==> config.mk <==
export PLATFORM = sky130hd
export DESIGN_NAME = rxring_engine
export DESIGN_NICKNAME = d
export VERILOG_FILES = /design/src/rtl/rxr_pkg.sv /design/src/rtl/rxr_ring_ptr.sv /design/src/rtl/rxr_len_clip.sv /design/src/rtl/rxr_ctrl.sv /design/src/rtl/rxring_engine.sv
export SDC_FILE = /design/constraint.sdc
export NUM_CORES = 1
export LEC_CHECK = 0
export BUFFER_PORTS_ARGS = -buffer_cell sky130_fd_sc_hd__buf_2
export CAP_MARGIN = 20
export CORE_UTILIZATION = 34
export CTS_BUF_LIST = sky130_fd_sc_hd__clkbuf_4 sky130_fd_sc_hd__clkbuf_8 sky130_fd_sc_hd__clkbuf_16
export CTS_CLUSTER_SIZE = 25
export DETAILED_ROUTE_END_ITERATION = 6
export PLACE_DENSITY_LB_ADDON = 0.1
export SLEW_MARGIN = 15
export SYNTH_ARGS = -nofsm -noshare
export SYNTH_HDL_FRONTEND = slang
export SYNTH_HIERARCHICAL = 1
export SYNTH_SLANG_ARGS = --single-unit
==> constraint.sdc <==
create_clock -name clk -period 3.32 [get_ports clk]
set_input_delay 0.498 -clock clk [delete_from_list [all_inputs] [get_ports clk]]
set_output_delay 0.498 -clock clk [all_outputs]
set_load 0.02 [all_outputs]
==> src/rtl/rxr_pkg.sv <==
package rxr_pkg;
   localparam int DESC_BYTES = 16;
   localparam int SIZE_W     = 14;
   localparam int BIT_OWN    = 31;
   localparam int BIT_EOR    = 30;
   localparam int BIT_ERR    = 21;
   localparam int OFS_BLO    = 8;
   localparam int OFS_BHI    = 12;

   typedef enum logic [3:0] {
      ST_IDLE,
      ST_RD_CMD,
      ST_WT_CMD,
      ST_RD_LO,
      ST_WT_LO,
      ST_RD_HI,
      ST_WT_HI,
      ST_REPORT,
      ST_WB,
      ST_STOP
   } rx_state_e;

   // command word handed back to the host after a frame
   function automatic logic [31:0] wb_word(input logic [31:0] cmd,
                                           input logic [SIZE_W-1:0] slen,
                                           input logic trunc);
      logic [31:0] w;
      w = cmd;
      w[BIT_OWN] = 1'b0;
      w[BIT_ERR] = trunc;
      w[SIZE_W-1:0] = slen;
      return w;
   endfunction
endpackage

==> src/rtl/rxr_ring_ptr.sv <==
module rxr_ring_ptr
   import rxr_pkg::*;
#(
   parameter int MEM_AW     = 32,
   parameter int RING_MAX   = 1024,
   parameter int ALIGN_BITS = 8
) (
   input  logic              clk,
   input  logic              rst_n,
   input  logic              base_wr,
   input  logic [MEM_AW-1:0] base_wdata,
   input  logic              advance,
   input  logic              eor,
   output logic              cfg_err,
   output logic [MEM_AW-1:0] desc_addr
);
   localparam int IDX_W   = $clog2(RING_MAX);
   localparam int DESC_SH = $clog2(DESC_BYTES);
   localparam logic [IDX_W-1:0] LAST_IDX = IDX_W'(RING_MAX - 1);

   generate
      if (RING_MAX < 2 || RING_MAX > 1024) begin : g_bad_ring
         $error("RING_MAX must lie in 2..1024");
      end
      if (MEM_AW <= ALIGN_BITS || MEM_AW < IDX_W + DESC_SH) begin : g_bad_aw
         $error("MEM_AW too narrow for the ring");
      end
   endgenerate

   logic [MEM_AW-1:ALIGN_BITS] base_hi_q;
   logic [IDX_W-1:0]           idx_q;
   logic                       cfg_err_q;

   always_ff @(posedge clk) begin
      if (!rst_n) begin
         base_hi_q <= '0;
         idx_q     <= '0;
         cfg_err_q <= 1'b0;
      end else if (base_wr) begin
         base_hi_q <= base_wdata[MEM_AW-1:ALIGN_BITS];
         cfg_err_q <= |base_wdata[ALIGN_BITS-1:0];
         idx_q     <= '0;
      end else if (advance) begin
         if (eor || idx_q == LAST_IDX)
            idx_q <= '0;
         else
            idx_q <= idx_q + IDX_W'(1);
      end
   end

   assign cfg_err   = cfg_err_q;
   assign desc_addr = {base_hi_q, {ALIGN_BITS{1'b0}}} + (MEM_AW'(idx_q) << DESC_SH);

   AST_CFG_ERR: assert property (@(posedge clk) disable iff (!rst_n)
      base_wr |=> (cfg_err == ($past(base_wdata[ALIGN_BITS-1:0]) != '0)));
   AST_EOR_WRAP: assert property (@(posedge clk) disable iff (!rst_n)
      advance && eor && !base_wr |=> desc_addr == {base_hi_q, {ALIGN_BITS{1'b0}}});
   AST_STEP: assert property (@(posedge clk) disable iff (!rst_n)
      advance && !eor && !base_wr && idx_q != LAST_IDX
      |=> desc_addr == $past(desc_addr) + MEM_AW'(DESC_BYTES));
endmodule

==> src/rtl/rxr_len_clip.sv <==
module rxr_len_clip
   import rxr_pkg::*;
#(
   parameter int LEN_W = 16
) (
   input  logic [LEN_W-1:0]  frame_len,
   input  logic [SIZE_W-1:0] buf_size,
   output logic [SIZE_W-1:0] stored_len,
   output logic              trunc
);
   generate
      if (LEN_W > SIZE_W) begin : g_wide_len
         assign trunc = frame_len > LEN_W'(buf_size);
      end else begin : g_narrow_len
         assign trunc = SIZE_W'(frame_len) > buf_size;
      end
   endgenerate

   assign stored_len = trunc ? buf_size : SIZE_W'(frame_len);
endmodule

==> src/rtl/rxr_ctrl.sv <==
module rxr_ctrl
   import rxr_pkg::*;
#(
   parameter int MEM_AW = 32,
   parameter int LEN_W  = 16,
   parameter int BUF_AW = 64
) (
   input  logic              clk,
   input  logic              rst_n,
   input  logic              frm_valid,
   input  logic [LEN_W-1:0]  frm_len,
   output logic              frm_ready,
   input  logic              restart,
   input  logic [MEM_AW-1:0] desc_addr,
   output logic              advance,
   output logic              cur_eor,
   output logic              mem_req,
   output logic              mem_we,
   output logic [MEM_AW-1:0] mem_addr,
   output logic [31:0]       mem_wdata,
   input  logic              mem_rvalid,
   input  logic [31:0]       mem_rdata,
   output logic [LEN_W-1:0]  len_o,
   output logic [SIZE_W-1:0] size_o,
   input  logic [SIZE_W-1:0] stored_len,
   input  logic              trunc,
   output logic              buf_valid,
   output logic [BUF_AW-1:0] buf_addr,
   output logic [SIZE_W-1:0] buf_size,
   output logic              buf_trunc,
   output logic              rdu_irq,
   output logic              stopped
);
   localparam bit HAS_HI = (BUF_AW > 32);

   rx_state_e         st_q, st_d;
   logic [LEN_W-1:0]  len_q;
   logic [31:0]       cmd_q;
   logic [31:0]       lo_q;
   logic              rdu_q;
   logic              take_hi;

   always_comb begin
      st_d      = st_q;
      mem_req   = 1'b0;
      mem_we    = 1'b0;
      mem_addr  = desc_addr;
      mem_wdata = wb_word(cmd_q, stored_len, trunc);
      case (st_q)
         ST_IDLE:   if (frm_valid) st_d = ST_RD_CMD;
         ST_RD_CMD: begin
            mem_req = 1'b1;
            st_d    = ST_WT_CMD;
         end
         ST_WT_CMD: if (mem_rvalid) st_d = mem_rdata[BIT_OWN] ? ST_RD_LO : ST_STOP;
         ST_RD_LO: begin
            mem_req  = 1'b1;
            mem_addr = desc_addr + MEM_AW'(OFS_BLO);
            st_d     = ST_WT_LO;
         end
         ST_WT_LO:  if (mem_rvalid) st_d = HAS_HI ? ST_RD_HI : ST_REPORT;
         ST_RD_HI: begin
            mem_req  = 1'b1;
            mem_addr = desc_addr + MEM_AW'(OFS_BHI);
            st_d     = ST_WT_HI;
         end
         ST_WT_HI:  if (mem_rvalid) st_d = ST_REPORT;
         ST_REPORT: st_d = ST_WB;
         ST_WB: begin
            mem_req = 1'b1;
            mem_we  = 1'b1;
            st_d    = ST_IDLE;
         end
         ST_STOP:   if (restart) st_d = ST_RD_CMD;
         default:   st_d = ST_IDLE;
      endcase
   end

   always_ff @(posedge clk) begin
      if (!rst_n) begin
         st_q  <= ST_IDLE;
         len_q <= '0;
         cmd_q <= '0;
         lo_q  <= '0;
         rdu_q <= 1'b0;
      end else begin
         st_q  <= st_d;
         rdu_q <= (st_q == ST_WT_CMD) && mem_rvalid && !mem_rdata[BIT_OWN];
         if (st_q == ST_IDLE && frm_valid) len_q <= frm_len;
         if (st_q == ST_WT_CMD && mem_rvalid) cmd_q <= mem_rdata;
         if (st_q == ST_WT_LO && mem_rvalid) lo_q <= mem_rdata;
      end
   end

   assign take_hi = (st_q == ST_WT_HI) && mem_rvalid;

   generate
      if (BUF_AW < 32 || BUF_AW > 64) begin : g_bad_baw
         $error("BUF_AW must lie in 32..64");
      end
      if (HAS_HI) begin : g_wide_buf
         logic [31:0] hi_q;
         always_ff @(posedge clk) begin
            if (!rst_n)       hi_q <= '0;
            else if (take_hi) hi_q <= mem_rdata;
         end
         assign buf_addr = {hi_q[BUF_AW-33:0], lo_q};
      end else begin : g_narrow_buf
         assign buf_addr = lo_q[BUF_AW-1:0];
      end
   endgenerate

   assign frm_ready = (st_q == ST_IDLE);
   assign stopped   = (st_q == ST_STOP);
   assign buf_valid = (st_q == ST_REPORT);
   assign buf_trunc = buf_valid && trunc;
   assign buf_size  = cmd_q[SIZE_W-1:0];
   assign advance   = (st_q == ST_WB);
   assign cur_eor   = cmd_q[BIT_EOR];
   assign rdu_irq   = rdu_q;
   assign len_o     = len_q;
   assign size_o    = cmd_q[SIZE_W-1:0];

   AST_ONE_READ: assert property (@(posedge clk) disable iff (!rst_n)
      mem_req && !mem_we |=> !mem_req);
   AST_WB_OWN: assert property (@(posedge clk) disable iff (!rst_n)
      mem_req && mem_we |-> !mem_wdata[BIT_OWN]);
   AST_BUF_THEN_WB: assert property (@(posedge clk) disable iff (!rst_n)
      buf_valid |=> mem_req && mem_we && !buf_valid);
   AST_WB_LEN: assert property (@(posedge clk) disable iff (!rst_n)
      mem_req && mem_we |-> mem_wdata[SIZE_W-1:0] <= cmd_q[SIZE_W-1:0]);
   AST_STOP_HOLD: assert property (@(posedge clk) disable iff (!rst_n)
      stopped && !restart |=> stopped && !mem_req);
   AST_IRQ_PULSE: assert property (@(posedge clk) disable iff (!rst_n)
      rdu_irq |=> !rdu_irq);
   AST_RESUME: assert property (@(posedge clk) disable iff (!rst_n)
      stopped && restart |=> mem_req && !mem_we);
endmodule

==> src/rtl/rxring_engine.sv <==
module rxring_engine
   import rxr_pkg::*;
#(
   parameter int MEM_AW   = 32,
   parameter int RING_MAX = 1024,
   parameter int LEN_W    = 16,
   parameter int BUF_AW   = 64
) (
   input  logic              clk,
   input  logic              rst_n,
   input  logic              base_wr,
   input  logic [MEM_AW-1:0] base_wdata,
   output logic              cfg_err,
   input  logic              restart,
   input  logic              frm_valid,
   input  logic [LEN_W-1:0]  frm_len,
   output logic              frm_ready,
   output logic              mem_req,
   output logic              mem_we,
   output logic [MEM_AW-1:0] mem_addr,
   output logic [31:0]       mem_wdata,
   input  logic              mem_rvalid,
   input  logic [31:0]       mem_rdata,
   output logic              buf_valid,
   output logic [BUF_AW-1:0] buf_addr,
   output logic [SIZE_W-1:0] buf_size,
   output logic              buf_trunc,
   output logic              rdu_irq,
   output logic              stopped
);
   generate
      if (LEN_W < 1) begin : g_bad_len
         $error("LEN_W must be positive");
      end
   endgenerate

   logic [MEM_AW-1:0] desc_addr;
   logic              advance;
   logic              cur_eor;
   logic [LEN_W-1:0]  len_q;
   logic [SIZE_W-1:0] size_q;
   logic [SIZE_W-1:0] stored_len;
   logic              trunc;

   rxr_ring_ptr #(
      .MEM_AW   (MEM_AW),
      .RING_MAX (RING_MAX)
   ) u_ptr (
      .clk        (clk),
      .rst_n      (rst_n),
      .base_wr    (base_wr),
      .base_wdata (base_wdata),
      .advance    (advance),
      .eor        (cur_eor),
      .cfg_err    (cfg_err),
      .desc_addr  (desc_addr)
   );

   rxr_len_clip #(
      .LEN_W (LEN_W)
   ) u_clip (
      .frame_len  (len_q),
      .buf_size   (size_q),
      .stored_len (stored_len),
      .trunc      (trunc)
   );

   rxr_ctrl #(
      .MEM_AW (MEM_AW),
      .LEN_W  (LEN_W),
      .BUF_AW (BUF_AW)
   ) u_ctrl (
      .clk        (clk),
      .rst_n      (rst_n),
      .frm_valid  (frm_valid),
      .frm_len    (frm_len),
      .frm_ready  (frm_ready),
      .restart    (restart),
      .desc_addr  (desc_addr),
      .advance    (advance),
      .cur_eor    (cur_eor),
      .mem_req    (mem_req),
      .mem_we     (mem_we),
      .mem_addr   (mem_addr),
      .mem_wdata  (mem_wdata),
      .mem_rvalid (mem_rvalid),
      .mem_rdata  (mem_rdata),
      .len_o      (len_q),
      .size_o     (size_q),
      .stored_len (stored_len),
      .trunc      (trunc),
      .buf_valid  (buf_valid),
      .buf_addr   (buf_addr),
      .buf_size   (buf_size),
      .buf_trunc  (buf_trunc),
      .rdu_irq    (rdu_irq),
      .stopped    (stopped)
   );

   AST_READY_IDLE: assert property (@(posedge clk) disable iff (!rst_n)
      frm_ready |-> !mem_req && !stopped);
endmodule

Word level (Yosys, flattened, before mapping)
Cells that the tools add are included.

$add $sub $neg: 4. $mul: 0. Divide/modulo/power cells: 0. Order comparisons: 1. Equal/unequal tests: 15. Shifts and indexed selects: 0. Mux-type cells: 12. Bitwise operators: 1. Reductions and logical operators: 13.

Operator list (count): 32-bit by 4-bit adder with 32-bit output (second input constant) (2); 32-bit case mux with 2 select lines (1); 4-bit case mux with 9 select lines (1); 32-bit by 14-bit adder with 32-bit output (1); 4-bit two-way mux (6); 4-bit by 3-bit equality test with 1-bit output (second input constant) (4); 16-bit by 14-bit > comparator with 1-bit output (1); 14-bit two-way mux (1); 10-bit by 1-bit adder with 10-bit output (second input constant) (1); 10-bit equality test (second input constant) (1); 10-bit two-way mux (1); 2-bit inequality test (second input constant) (5); 4-bit by 2-bit equality test with 1-bit output (second input constant) (2); 4-bit equality test (second input constant) (2); 8-bit OR reduction (1); 1-bit logical AND (6); 5-bit AND reduction (1); 4-bit by 1-bit equality test with 1-bit output (second input constant) (1); 4-bit zero test (1); 4-bit OR reduction (1); 1-bit two-way mux (2); 2-bit OR reduction (1); 1-bit zero test (1); 1-bit logical OR (1); 1-bit NOT (1).

Bits in registers: 151. Bits in latches: 0. Bits in writable memories: 0. Memory bits (read-only): 0. Input port bits: 86. Output and inout port bits: 150. Logic and storage cells: 55. Memories kept: 0.

Logic depth before layout (Yosys ltp)
Gate-level depths: netlist of run 1.

Word-level depth: 3. Depth in mapped cells: 11. Mapped depth without buffers: 10.

Cells and area by module
Netlist of run 1, hierarchy kept.

Modules (own cells, without submodules): rxr_ctrl (times used 1, cells each 671, area each 5368.9 µm², sequential area each 2302.2 µm²); rxr_ring_ptr (times used 1, cells each 229, area each 2082.0 µm², sequential area each 700.7 µm²); rxr_len_clip (times used 1, cells each 66, area each 584.3 µm², sequential area each 0.0 µm²).

Worst setup path before layout of run 1
No wires, ideal clock.

Kind: register to output. From: register u_ctrl.cmd_q[12]. To: output port mem_wdata[10]. Arrival time: 2599 ps. Required time: 2822 ps. Setup slack: 223 ps. Cell stages (with the launch flop): 11. Buffers on the path: 3. Cells stage by stage: dfxtp_1 > buf_4 > inv_1 > ha_1 > nand4_1 > or4_4 > a211o_1 > a31o_4 > buf_12 > mux2_4 > buf_4.

Longest elaborated chain between the ends: 2.

RTL lines: start, declared (RTL line rxr_ctrl.sv:38) `logic [31:0] cmd_q;`; start signal, assigned (RTL line rxr_ctrl.sv:90) `if (st_q == ST_WT_CMD && mem_rvalid) cmd_q <= mem_rdata;`; 16-bit by 14-bit > comparator with 1-bit output (RTL line rxr_len_clip.sv:13) `assign trunc = frame_len > LEN_W'(buf_size);`; 14-bit two-way mux (RTL line rxr_len_clip.sv:19) `assign stored_len = trunc ? buf_size : SIZE_W'(frame_len);`; end, declared (RTL line rxring_engine.sv:21) `output logic [31:0] mem_wdata,`.

No other way between the ends.

Final worst setup path of run 1
From: register u_ctrl.cmd_q[12]. To: output port mem_wdata[9].

Same word-level chain as after synthesis.

==> flow_metrics.py, run 1 <==
metrics = {
    "yosys": {
        "yosysMostFrequentCell": "nand2_1",
        "synth-seq-cells": 150,
        "postSynthCellCount": 966,
        "synthFlopType": "dfxtp_1",
        "synth.cell_area_sq_mm": 0.00804,
        "yosysWarnings": 6,
        "synth.avg_cell_area_sq_um": 8.32,
        "synth_edf_count": 0,
        "yosys-top-cells-count": "nand2_1 (246), dfxtp_1 (150), a21boi_0 (111), nor2_1 (53)",
        "synth.top_cell.area_share": 0.374,
        "synth.distinct_cells": 65,
        "synth_seq_area_share": 0.374,
        "synthTopCellsByArea": "dfxtp_1 (37%), nand2_1 (11%), a21boi_0 (10%)",
        "synthArstFlopShare": 0,
        "synth_top_area_cell": "dfxtp_1",
    },
    "sta": {
        "holdWs_ns": 0.300,
        "skew_ns": 0.0159,
        "slew_violations": 0,
        "period_needed_ns": 3.23,
        "fin_tns_setup_ns": 0,
        "post-route-period-util": 0.974,
        "hold_viol": 0,
        "max_clock_freq_mhz": 309,
        "max_slew_margin": 0.155,
        "setup_viol": 0,
        "tightestPinTransition_ns": 1.27,
    },
    "worst_setup_path": {
        "critPathKind": "flip-flop to output pin",
        "required_ns": 2.82,
        "crit_path_end_kind": "output pin",
        "crit_arrival_ns": 2.73,
        "r2r_cells": 5,
        "critPathMaxFanout": 7,
        "crit_path_start_kind": "flip-flop",
    },
    "cts": {
        "cts_buffers": 17,
        "cts_tree": "done",
        "cts-hold-fix-buffers": 0,
        "clk_pin_slew_ns": 0.07,
        "cts_num_sinks": 150,
        "ctsLongestPathBuffers": 2,
        "htree_num_levels": 4,
        "clk_latency_ns": 0.43,
        "cts_root_buffer": "clkbuf_16",
    },
    "drt": {
        "drt-pass1-iter-count": 4,
        "ant_nets": 0,
        "wl_per_cell_um": 16.2,
        "met2_length_um": 10800,
        "vias_per_cell": 4.78,
        "routed_wl_um": 24000,
        "via_count": 7045,
        "wl_met1_um": 11500,
        "wl_met3_um": 1420,
        "drt-initial-drc-count": 271,
        "drc": 0,
        "highest_layer": "met5",
    },
    "global_route": {
        "grt_pass1_wl_um": 37200,
        "grt_max_degree": 60,
        "grtUsageTotal": 0.199,
        "gr-total-overflow": 0,
        "antenna_found_initial": 2,
        "grt_pass1_vias": 6529,
    },
    "power_and_ir_drop": {
        "combPwrFrac": 0.175,
        "ir_drop_mv": 0.244,
        "p_per_area_mw_per_mm2": 471,
        "power_frac_seq": 0.410,
        "p_leak_uw": 0.00425,
        "power.switching_uw": 1470,
        "swShare": 0.312,
        "p_int_uw": 3240,
        "clockPowerShare": 0.415,
    },
    "die": {
        "rows": 55,
        "die_w_um": 156,
        "core_area_sq_mm": 0.0229,
        "die_h_um": 156,
        "die-area_sq_mm": 0.0243,
        "io_pins": 236,
        "initial_utilization": 0.351,
    },
    "placement": {
        "gp_congestion": 0.825,
        "dp_cells": 1433,
        "hpwl_um": 17000,
        "io_buffers": 232,
    },
    "outcome": {
        "status": "complete, no violations",
    },
    "worst_hold_path": {
        "hold_depth": 3,
        "min_path_type": "input port to flip-flop",
    },
    "final_layout": {
        "layout.cells.non_filler": 1475,
        "area_growth_pct": 24.3,
        "final_nets": 1259,
        "drive_gt1_frac": 0.291,
    },
    "job": {
        "max_cap_violations": 0,
    },
}
flip-flops by register name (all words and copies together) (netlist names):
| register | flops |
|---|---|
| u_ctrl/g_wide_buf.hi_q | 32 |
| u_ctrl/lo_q | 32 |
| u_ctrl/cmd_q | 30 |
| u_ptr/base_hi_q | 24 |
| u_ctrl/len_o | 16 |
| u_ptr/idx_q | 10 |
| u_ctrl/st_q | 4 |
| u_ctrl/rdu_irq | 1 |
| u_ptr/cfg_err | 1 |
metal layers:
metal  vias to the layer above  GRT usage
met2                       173      0.307
met3                        17     0.0556
li1                       3583          -
met1                      3270      0.273
met4                         2     0.0509
met5                         -          0
cell type report:
cell class / count / area (sq um)
Inverter: 24 / 90.1
Multi-Input combinational cell: 702 / 4510
Tap cell: 313 / 392
Sequential cell: 150 / 3010
Fill cell: 2406 / 12900
Antenna cell: 1 / 2.50
Clock buffer: 17 / 425
Timing Repair Buffer: 253 / 1380
Clock inverter: 15 / 175
repair_timing:
item	4_1_cts	5_1_grt
pin swaps	5	6
buffers inserted	6	3
resized for setup	21	11
cloned	1	0
setup endpoints to repair	20	22
per-stage QoR:
stage / area [sq um] / utilization / power [uW] / worst slack [ns]
after floorplan: 8050 / - / 2550 / 0.223
after global placement: 9170 / 0.400 / 2720 / 0.396
after detailed placement: 9170 / 0.400 / 2720 / 0.365
after CTS: 9910 / 0.432 / 4780 / 0.00818
after global routing: 9980 / 0.436 / 4930 / -0.00449
final: 9980 / 0.436 / 4700 / 0.0873
path summary, 6_finish.rpt:
| kind | to | slack, ns | from |
|---|---|---|---|
| worst max-delay path | mem_wdata[9] | 0.09 | u_ctrl/cmd_q[12] |
| worst min-delay path | u_ptr/base_hi_q[24] | 0.30 | base_wdata[24] |
| worst max register to register | u_ctrl/lo_q[4] | 1.16 | u_ctrl/st_q[0] |
| worst min register to register | u_ctrl/cmd_q[25] | 0.46 | u_ctrl/cmd_q[25] |
power groups by stage:
| stage | registers (uW) | logic, uW | clock network, uW |
|---|---|---|---|
| 3_3_place_gp | 1970 | 753 | 0 |
| 4_1_cts | 1930 | 826 | 2020 |
| 5_1_grt | 1940 | 893 | 2090 |
| 2_1_floorplan | 1960 | 585 | 0 |
| 6_report | 1930 | 821 | 1950 |
| 3_5_place_dp | 1970 | 755 | 0 |
worst max-delay path, stage by stage (launching register included):
cell and delay (ns):
dfxtp_2 0.34, inv_2 0.04, ha_4 0.26, nand4_1 0.12, or4_4 0.44, a211o_1 0.27
a31o_2 0.27, buf_12 0.15, mux2_4 0.30, buf_6 0.13
cells by family after synthesis:
logic type	synth area share
fa+ha+maj	0.0399
xor+xnor	0.0599
compound gates	0.149
buf+inv	0.0791
flops	0.374
simple gates	0.234
mux	0.0643
other cells	0.000935
cells in the final DEF, fill, tap and decap left out, types with 19 or more instances in the layout:
| master | netlist | final |
|---|---|---|
| nand3_1 | 20 | 20 |
| ha_1 | 24 | 21 |
| nand2_1 | 246 | 246 |
| mux2i_1 | 28 | 28 |
| buf_2 | 6 | 226 |
| buf_4 | 43 | 19 |
| dfxtp_1 | 150 | 144 |
| nand4_1 | 23 | 23 |
| inv_1 | 23 | 20 |
| xnor2_1 | 35 | 35 |
| nor2_1 | 53 | 52 |
| a21boi_0 | 111 | 111 |
No activity file was read; power rests on OpenSTA's default activity.
==> run 2: changes to the inputs <==
--- a/config.mk
+++ b/config.mk
@@ -5,6 +5,7 @@
 export SDC_FILE = /design/constraint.sdc
 export NUM_CORES = 1
 export LEC_CHECK = 0
+export ABC_AREA = 1
 export BUFFER_PORTS_ARGS = -buffer_cell sky130_fd_sc_hd__buf_2
 export CAP_MARGIN = 20
 export CORE_UTILIZATION = 34
==> run 2 against run 1 <==
Net effect:
- via count increased by 31%
- clock skew decreased by 0.0031 ns
- final area rose by 9.2%
- power is 35% higher
- clock power grew 3%
- register-to-register slack improved by 0.16 ns
- area after synthesis up 13%
- utilization shrank 1.7 points
- critical path type unchanged
==> flow_metrics.py, run 2 <==
metrics = {
    "global_route": {
        "antenna_found_initial": 1,
        "grt_pass1_vias": 8625,
        "grt_pass1_wl_um": 46000,
        "gr-total-overflow": 0,
        "grt_max_degree": 54,
        "grtUsageTotal": 0.217,
    },
    "sta": {
        "setup_viol": 0,
        "slew_violations": 0,
        "hold_viol": 0,
        "skew_ns": 0.0128,
        "max_clock_freq_mhz": 322,
        "tightestPinTransition_ns": 0.676,
        "rsz0062_at_grt": "yes",
        "period_needed_ns": 3.11,
        "max_slew_margin": 0.549,
        "post-route-period-util": 0.936,
        "finalWorstSetupSlack_ns": 0.212,
    },
    "drt": {
        "drt-initial-drc-count": 500,
        "drc": 0,
        "routed_wl_um": 29000,
        "wl_per_cell_um": 15.1,
        "drt-pass1-iter-count": 5,
        "ant_nets": 0,
        "via_count": 9209,
        "vias_per_cell": 4.77,
    },
    "worst_hold_path": {
        "min_path_type": "input port to flip-flop",
    },
    "die": {
        "core_area_sq_mm": 0.0261,
        "io_pins": 236,
        "rows": 59,
        "die-area_sq_mm": 0.0273,
        "initial_utilization": 0.347,
        "die_w_um": 165,
        "die_h_um": 165,
    },
    "cts": {
        "cts-hold-fix-buffers": 0,
        "clk_pin_slew_ns": 0.07,
        "cts_tree": "done",
        "cts_root_buffer": "clkbuf_16",
        "ctsLongestPathBuffers": 2,
        "cts_buffers": 17,
        "cts_setup_buffers": 0,
        "cts_num_sinks": 150,
        "htree_num_levels": 4,
        "clk_latency_ns": 0.44,
    },
    "yosys": {
        "yosys-top-cells-count": "nand2_1 (286), nor2_1 (247), dfxtp_1 (150), o21ai_0 (145), inv_1 (137)",
        "synth.distinct_cells": 49,
        "synth-seq-cells": 150,
        "synthTopCellsByArea": "dfxtp_1 (33%), nand2_1 (12%), nor2_1 (10%)",
        "synth.avg_cell_area_sq_um": 6.46,
        "synthArstFlopShare": 0,
        "yosysMostFrequentCell": "nand2_1",
        "postSynthCellCount": 1400,
        "synth_top_family_by_area": "simple AND/OR/NAND/NOR gates",
        "synth_simple_gate_area_frac": 0.354,
        "synthAdderAreaFrac": 0.0354,
        "synth.top_cell.area_share": 0.332,
        "synth_seq_area_share": 0.332,
        "synthMuxAreaShare": 0.00111,
        "yosysWarnings": 6,
        "synth_top_area_cell": "dfxtp_1",
        "synthFlopType": "dfxtp_1",
        "synth.cell_area_sq_mm": 0.00904,
        "synth_edf_count": 0,
        "synth_compound_area_frac": 0.139,
        "synth_xor_area_frac": 0.0155,
    },
    "worst_setup_path": {
        "crit_arrival_ns": 2.61,
        "cp-startpoint": "u_ptr/idx_q[4]",
        "reg2reg_from": "u_ctrl/st_q[1]",
        "r2r_end": "u_ctrl/cmd_q[29]",
        "r2r_cells": 6,
        "crit_path_start_kind": "flip-flop",
        "crit_path_end_kind": "output pin",
        "critPathKind": "flip-flop to output pin",
        "endpoint": "mem_addr[30]",
        "required_ns": 2.82,
        "reg2reg_setup_slack_ns": 1.32,
        "critPathMaxFanout": 6,
    },
    "final_layout": {
        "top_regs": "u_ctrl/g_wide_buf.hi_q x32, u_ctrl/lo_q x32, u_ctrl/cmd_q x30",
        "most-common-layout-cells": "nand2_1 (283), nor2_1 (246), buf_2 (231)",
        "final_nets": 1691,
        "area_growth_pct": 20.5,
        "layout_commonest_cell": "nand2_1",
        "drive_gt1_frac": 0.223,
    },
    "job": {
        "max_cap_violations": 0,
    },
    "outcome": {
        "status": "complete, no violations",
    },
    "placement": {
        "gp_congestion": 0.891,
        "pre_cts_ws_ns": 0.458,
        "io_buffers": 232,
        "hpwl_um": 21600,
    },
    "power_and_ir_drop": {
        "power_uw": 6360,
        "ir_drop_mv": 0.355,
        "p_leak_uw": 0.00523,
        "p_per_area_mw_per_mm2": 584,
    },
}
==> run 2: cell types whose count changed in the layout (fill, tap and decap cells not counted), sizes merged, moves of 7 or more <==
| cell | delta |
|---|---|
| mux2 | -18 |
| xnor2 | -31 |
| nand3 | +88 |
| xor2 | -8 |
| o21ai | +146 |
| nand2 | +73 |
| nor2 | +205 |
| and3 | -9 |
| and2 | -7 |
| a21oi | +57 |
| inv | +120 |
| a21boi | -108 |
| mux2i | -27 |
| nor3 | -9 |
==> run 2: logic make-up after synthesis <==
| group | Yosys count |
|---|---|
| and+or+nand+nor | 727 |
| xor gates and xnor gates | 16 |
| DFF | 150 |
| muxes | 1 |
| other | 2 |
| buffers and inverters | 241 |
| adders and majority gates | 25 |
| AOI/OAI and AO/OA | 238 |
==> run 2: area by class of cell <==
class / count / area, sq um
inverter: 148 / 556
antenna: 1 / 2.50
clock inverter: 15 / 180
timing repair buffer: 251 / 1310
tap: 335 / 419
clock buffer: 17 / 425
multi-input combinational: 1012 / 5010
fill: 2825 / 15200
sequential: 150 / 3000
==> run 2: per-layer routing <==
layer / vias up / GRT usage / part of all wire
met5: - / 0 / 0
met2: 202 / 0.346 / 0.45
met4: 0 / 0.0567 / 0.011
met1: 4189 / 0.288 / 0.47
met3: 16 / 0.0559 / 0.063
li1: 4802 / - / -
==> run 2: critical path: stages, from the launching register on <==
cell and delay (ns):
dfxtp_1 0.34, ha_2 0.20, fa_1 0.40, nand3_1 0.11, nand2_2 0.09, nand2_1 0.08, nand2_2 0.10, nand2_1 0.19
xor2_4 0.25, inv_1 0.06, nand2_1 0.06, nand3_1 0.06, nand2_1 0.07, buf_2 0.15
==> run 2: power breakdown <==
part           internal, uW  leakage (uW)  switching (uW)
Clock                  1020      0.000292             978
Sequential             1980       0.00122             172
Combinational           676       0.00372            1530
==> run 2: worst min-delay path by stage <==
| stage | startpoint | end | slack [ns] | cells past startpoint |
|---|---|---|---|---|
| after floorplan | u_ctrl/cmd_q[30] | u_ctrl/cmd_q[30] | 0.44 | 2 |
| after global placement | u_ctrl/cmd_q[15] | u_ctrl/cmd_q[15] | 0.43 | 2 |
| after detailed placement | u_ctrl/cmd_q[19] | u_ctrl/cmd_q[19] | 0.44 | 2 |
| after CTS | base_wdata[18] | u_ptr/base_hi_q[18] | 0.27 | 3 |
| after global routing | base_wdata[16] | u_ptr/base_hi_q[16] | 0.28 | 3 |
| final | base_wdata[18] | u_ptr/base_hi_q[18] | 0.29 | 3 |
==> run 2: per-stage QoR <==
stage / util / hold WS (ns) / instance area [sq um] / TNS (ns) / std cells
floorplan: - / 0.437 / 9050 / 0 / 1403
global placement: 0.393 / 0.429 / 10200 / 0 / 1896
detailed placement: 0.393 / 0.436 / 10200 / 0 / 1896
CTS: 0.417 / 0.273 / 10900 / 0 / 1928
global route: 0.418 / 0.284 / 10900 / -0.0374 / 1928
finish: 0.418 / 0.291 / 10900 / 0 / 1929
==> run 2: repair_timing <==
action,CTS,global route
pin swaps,0,0
endpoints found under the setup margin,1,7
gates cloned,0,0
gates resized for setup,1,8
